$ cat src/rtl/step_count_pkg.sv
package step_count_pkg;
  localparam int BTN_W   = 3;
  localparam int STEP_W  = 7;
  localparam int TOTAL_W = 16;
  localparam int DIGITS  = 4;
  localparam int LIMIT   = 10000;

  localparam logic [BTN_W-1:0] CODE_ONE     = 3'b110;
  localparam logic [BTN_W-1:0] CODE_TEN     = 3'b101;
  localparam logic [BTN_W-1:0] CODE_HUNDRED = 3'b011;
  localparam logic [BTN_W-1:0] CODE_IDLE    = 3'b111;

  localparam logic [STEP_W-1:0] STEP_ONE     = 7'd1;
  localparam logic [STEP_W-1:0] STEP_TEN     = 7'd10;
  localparam logic [STEP_W-1:0] STEP_HUNDRED = 7'd100;
endpackage

$ cat src/rtl/btn_step_detect.sv
module btn_step_detect
  import step_count_pkg::*;
(
  input  logic              clk,
  input  logic              rst,
  input  logic [BTN_W-1:0]  btn_n,
  output logic [STEP_W-1:0] step
);
  logic [BTN_W-1:0] sync_q;
  logic [BTN_W-1:0] prev_q;

  // One register stage on the raw bus, then a copy of the previous value
  always_ff @(posedge clk) begin
    if (rst) begin
      sync_q <= CODE_IDLE;
      prev_q <= CODE_IDLE;
    end else begin
      sync_q <= btn_n;
      prev_q <= sync_q;
    end
  end

  always_comb begin
    step = '0;
    if (sync_q != prev_q) begin
      unique case (sync_q)
        CODE_ONE:     step = STEP_ONE;
        CODE_TEN:     step = STEP_TEN;
        CODE_HUNDRED: step = STEP_HUNDRED;
        default:      step = '0;
      endcase
    end
  end
endmodule

$ cat src/rtl/wrap_accum.sv
module wrap_accum
  import step_count_pkg::*;
(
  input  logic               clk,
  input  logic               rst,
  input  logic [STEP_W-1:0]  step,
  output logic [TOTAL_W-1:0] total
);
  localparam logic [TOTAL_W:0] LIM_V = (TOTAL_W+1)'(LIMIT);

  logic [TOTAL_W:0]   sum_raw;
  logic [TOTAL_W-1:0] sum_wrap;

  always_comb begin
    sum_raw  = {1'b0, total} + {{(TOTAL_W+1-STEP_W){1'b0}}, step};
    sum_wrap = (sum_raw >= LIM_V) ? TOTAL_W'(sum_raw - LIM_V) : sum_raw[TOTAL_W-1:0];
  end

  always_ff @(posedge clk) begin
    if (rst) total <= '0;
    else     total <= sum_wrap;
  end
endmodule

$ cat src/rtl/bin_to_bcd.sv
module bin_to_bcd
  import step_count_pkg::*;
(
  input  logic [TOTAL_W-1:0]  bin,
  output logic [DIGITS*4-1:0] bcd
);
  // Shift-and-add-3, most significant input bit first
  always_comb begin
    bcd = '0;
    for (int i = TOTAL_W - 1; i >= 0; i--) begin
      for (int d = 0; d < DIGITS; d++) begin
        if (bcd[d*4 +: 4] >= 4'd5) bcd[d*4 +: 4] = bcd[d*4 +: 4] + 4'd3;
      end
      bcd = {bcd[DIGITS*4-2:0], bin[i]};
    end
  end
endmodule

$ cat src/rtl/seven_seg_enc.sv
module seven_seg_enc (
  input  logic [3:0] digit,
  output logic [7:0] seg_n
);
  always_comb begin
    unique case (digit)
      4'd0:    seg_n = 8'b00000011;
      4'd1:    seg_n = 8'b10011111;
      4'd2:    seg_n = 8'b00100101;
      4'd3:    seg_n = 8'b00001101;
      4'd4:    seg_n = 8'b10011001;
      4'd5:    seg_n = 8'b01001001;
      4'd6:    seg_n = 8'b01000001;
      4'd7:    seg_n = 8'b00011111;
      4'd8:    seg_n = 8'b00000001;
      4'd9:    seg_n = 8'b00011001;
      default: seg_n = 8'b11111111;
    endcase
  end
endmodule

$ cat src/rtl/step_count_display.sv
module step_count_display
  import step_count_pkg::*;
(
  input  logic             clk,
  input  logic             rst,
  input  logic [BTN_W-1:0] btn_n,
  output logic [7:0]       seg_thou,
  output logic [7:0]       seg_hund,
  output logic [7:0]       seg_tens,
  output logic [7:0]       seg_ones,
  output logic             rst_led
);
  logic [STEP_W-1:0]  step;
  logic [TOTAL_W-1:0] total;
  logic [DIGITS*4-1:0] bcd;
  logic [7:0]         seg_all [DIGITS];

  btn_step_detect u_det (.clk(clk), .rst(rst), .btn_n(btn_n), .step(step));
  wrap_accum      u_acc (.clk(clk), .rst(rst), .step(step), .total(total));
  bin_to_bcd      u_bcd (.bin(total), .bcd(bcd));

  for (genvar d = 0; d < DIGITS; d++) begin : g_digit
    seven_seg_enc u_enc (.digit(bcd[d*4 +: 4]), .seg_n(seg_all[d]));
  end

  assign seg_ones = seg_all[0];
  assign seg_tens = seg_all[1];
  assign seg_hund = seg_all[2];
  assign seg_thou = seg_all[3];
  assign rst_led  = rst;
endmodule

$ cat config.mk
export PLATFORM = sky130hd
export DESIGN_NAME = step_count_display
export DESIGN_NICKNAME = d
export VERILOG_FILES = /design/src/rtl/step_count_pkg.sv /design/src/rtl/btn_step_detect.sv /design/src/rtl/wrap_accum.sv /design/src/rtl/bin_to_bcd.sv /design/src/rtl/seven_seg_enc.sv /design/src/rtl/step_count_display.sv
export SDC_FILE = /design/constraint.sdc
export NUM_CORES = 1
export LEC_CHECK = 0
export CAP_MARGIN = 20
export CORE_MARGIN = 2
export CORE_UTILIZATION = 45
export CTS_BUF_LIST = sky130_fd_sc_hd__clkbuf_4
export DETAILED_ROUTE_END_ITERATION = 12
export HOLD_SLACK_MARGIN = 0.12
export PLACE_DENSITY = 0.61
export SLEW_MARGIN = 30
export SYNTH_ARGS = -nofsm -noshare
export SYNTH_HDL_FRONTEND = slang
export SYNTH_HIERARCHICAL = 1
export SYNTH_SLANG_ARGS = --single-unit
$ cat constraint.sdc
create_clock -name clk -period 16.31 [get_ports clk]
set_input_delay 1.631 -clock clk [delete_from_list [all_inputs] [get_ports clk]]
set_output_delay 1.631 -clock clk [all_outputs]
set_load 0.005 [all_outputs]
==> impl_metrics.csv <==
group,metric,value,unit
clock_tree,cts_tree,"yes",
place,pre_cts_slack,0.147,ns
die,die_area,0.0194,mm²
pwr,power_density,58.0,mW/mm²
die,ios,38,
synthesis,synth_area_leader_cell,"ha_1",
timing,fin_ws,1.04,ns
pwr,switching_power,0.226,mW
pwr,clockPowerShare,8.3,%
clock_tree,cts-root-buf,"clkbuf_4",
synthesis,ys_warn_count,6,
place,io_buffers,33,
cells_and_area,antenna_cells,0,
global_route,grt-ovfl-total,0,
pwr,switching_share,44.3,%
critical_path,start_kind,"flop",
clock_tree,clockBufferDepth,2,
synthesis,synth_ff_type,"dfxtp_1",
timing,worst_pin_slew,0.973,ns
timing,setup_viol,0,
detailed_routing,drc,0,
clock_tree,cts_sinks,22,
detailed_routing,dr.first_iter.drc_count,555,
critical_path,cp_slowest_cell,"or4_4",
cells_and_area,final_util,49.0,%
detailed_routing,detail_route.vias_per_cell,6.26,
synthesis,ys_ff_latch,22,
clock_tree,path_clk_slew,0.13,ns
pwr,combPwrFrac,79.0,%
timing,final_hold_viol_count,0,
min_path,min_path_type,"reg -> reg",
timing,max_freq,0.0655,GHz
detailed_routing,wl_per_cell,14.9,µm
clock_tree,cts_buffers,3,
timing,fin_crit_sh,93.6,%
clock_tree,hold_buffers,0,
timing,slew-limit-headroom,34.8,%
pwr,irDropWorstVdd,0.111,mV
detailed_routing,dr.pass1.iters,5,
synthesis,synth_common_cells,"93 x nor2_1, 80 x a21oi_1, 80 x nand2_1",
clock_tree,htreeDepth,1,
pwr,pwr-share-seq,12.7,%
detailed_routing,dr_total_vias,8594,
pwr,p_leak,3.25,nW
synthesis,synthArstFlopShare,0,%
timing,slew_viol_final,0,
die,core-area,0.0180,mm²
critical_path,critPathRequiredTime,14.68,ns
critical_path,critical_path_class,"reg -> out",
cells_and_area,drive_gt1_share,16.8,%
clock_tree,clk_latency,0.31,ns
synthesis,synth_edf_count,0,
global_route,antenna_found_initial,0,
global_route,grt_use_total,20.3,%
critical_path,crit_path_frequent_cell,"ha_1",
cells_and_area,syn_to_final_growth,6.81,%
global_route,grt_max_degree,25,
place,routabilityCongestion,0.892,
die,die_x,139,µm
job,maxCapViolCount,0,
global_route,grt_pass1_vias,7851,
critical_path,worstPathMaxFanout,13,
critical_path,end_kind,"output port",
die,initial_core_util,45.9,%
run_status,status,"completed",
pwr,internal_power,0.285,mW
die,die_h,139,µm
synthesis,synth_top_area_share,7.74,%
synthesis,ys_types,129,
synthesis,syn_inst,1151,
synthesis,synth_most_common_cell,"nor2_1",
synthesis,synth_nets,1208,
die,core.rowCount,49,
synthesis,avgSynthCellArea,7.16,µm²
cells_and_area,fillers,1821,
detailed_routing,ant_nets,0,
synthesis,synth_area,0.00824,mm²
global_route,grt_pass1_wl,36000,µm
timing,skew,0.00174,ns
critical_path,critPathMaxStageDelay,0.55,ns
synthesis,yosysSeqAreaShare,5.34,%
synthesis,synth.area.top_cells,"ha_1 7.7%, dfxtp_1 5.3%, a21oi_1 4.9%",
timing,period_needed,15.27,ns
pwr,finalPower,0.511,mW
place,dp_hpwl,15500,µm
detailed_routing,wirelength,20500,µm
critical_path,crit_arrival,13.64,ns
cells_and_area,layout.nets,1201,
power groups by stage:
stage | clock (mW) | combinational (mW) | sequential [mW]
4_1_cts | 0.0433 | 0.407 | 0.0651
3_3_place_gp | 0 | 0.402 | 0.0665
5_1_grt | 0.0452 | 0.455 | 0.0661
2_1_floorplan | 0 | 0.266 | 0.0602
3_5_place_dp | 0 | 0.403 | 0.0663
6_report | 0.0422 | 0.404 | 0.0649
cell type report:
cell class                 instances  area (µm²)  share of cell area, %
sequential                        22         444                   5.04
inverter                          64         245                   2.78
multi-input combinational       1001        7300                   82.9
clock inverter                     1        30.0                  0.341
timing repair buffer              52         473                   5.37
tap                              229         287                   3.25
clock buffer                       3        22.5                  0.256
critical path: cells and delay by family (launching register included):
family / cells / cell delay, ns
AND/OR/NAND/NOR: 18 / 4.48
AO/OA/AOI/OAI: 15 / 3.70
adder cells (fa/ha/maj): 9 / 2.35
buffers and inverters: 6 / 1.05
XOR/XNOR: 3 / 0.80
multiplexers: 2 / 0.46
flip-flops: 1 / 0.45
worst paths after layout:
kind / startpoint / slack [ns] / end / depth (start not counted)
setup / recovery: u_acc/total[14] / 1.04 / seg_hund[4] / 53
hold / removal: u_det/sync_q[1] / 0.56 / u_det/prev_q[1] / 1
hold reg to reg: u_det/sync_q[1] / 0.56 / u_det/prev_q[1] / 1
setup reg to reg: u_det/prev_q[0] / 12.95 / u_acc/total[6] / 12
layout by cell type, fill, tap and decap left out, types with 14 or more instances in the layout:
master	count
a21oi_1	80
a31oi_1	17
and3_1	16
buf_4	19
clkdlybuf4s50_1	33
dfxtp_1	21
ha_1	49
inv_1	54
nand2_1	80
nand2b_1	20
nand3_1	41
nor2_1	93
nor2b_1	14
nor3_1	31
o211ai_1	29
o21ai_0	63
o21ai_1	29
o21ai_2	27
xnor2_1	17
flip-flops by register name, indices dropped and copies added, names as in the netlist:
signal and count:
u_acc/total 16, u_det/prev_q 3, u_det/sync_q 3
logic make-up (layout without fill, tap and decap cells):
kind of cell	count (synthesis)	after routing	synth area share, %
other	5	5	0.228
adders and majority gates	54	54	8.23
AOI/OAI and AO/OA	458	458	42.3
buffers and inverters	128	120	7.19
DFF	22	22	5.34
and+or+nand+nor	424	424	28.7
xor gates and xnor gates	37	37	4.80
muxes	23	23	3.19
stage by stage:
| stage | hold slack [ns] | std cells | setup TNS [ns] | instance area [µm²] |
|---|---|---|---|---|
| after floorplan | 0.486 | 1151 | 0 | 8240 |
| after global placement | 0.525 | 1363 | 0 | 8610 |
| after detailed placement | 0.534 | 1363 | 0 | 8620 |
| after CTS | 0.567 | 1367 | 0 | 8680 |
| after global routing | 0.585 | 1372 | -0.0918 | 8810 |
| final | 0.564 | 1372 | 0 | 8810 |
routing by layer:
layer | vias up | track usage [%] | wire length [µm]
li1 | 4412 | - | -
met1 | 3951 | 29.0 | 10000
met2 | 213 | 35.1 | 9660
met3 | 18 | 0.619 | 650
met4 | 0 | 2.50 | 165
met5 | - | 0 | 0
repair_timing:
item | 4_1_cts | 5_1_grt
gates resized for setup | 3 | 16
endpoints found under the setup margin | 5 | 21
buffers inserted | 0 | 5
pin swaps | 0 | 3
(Power assumes the default switching activity.)
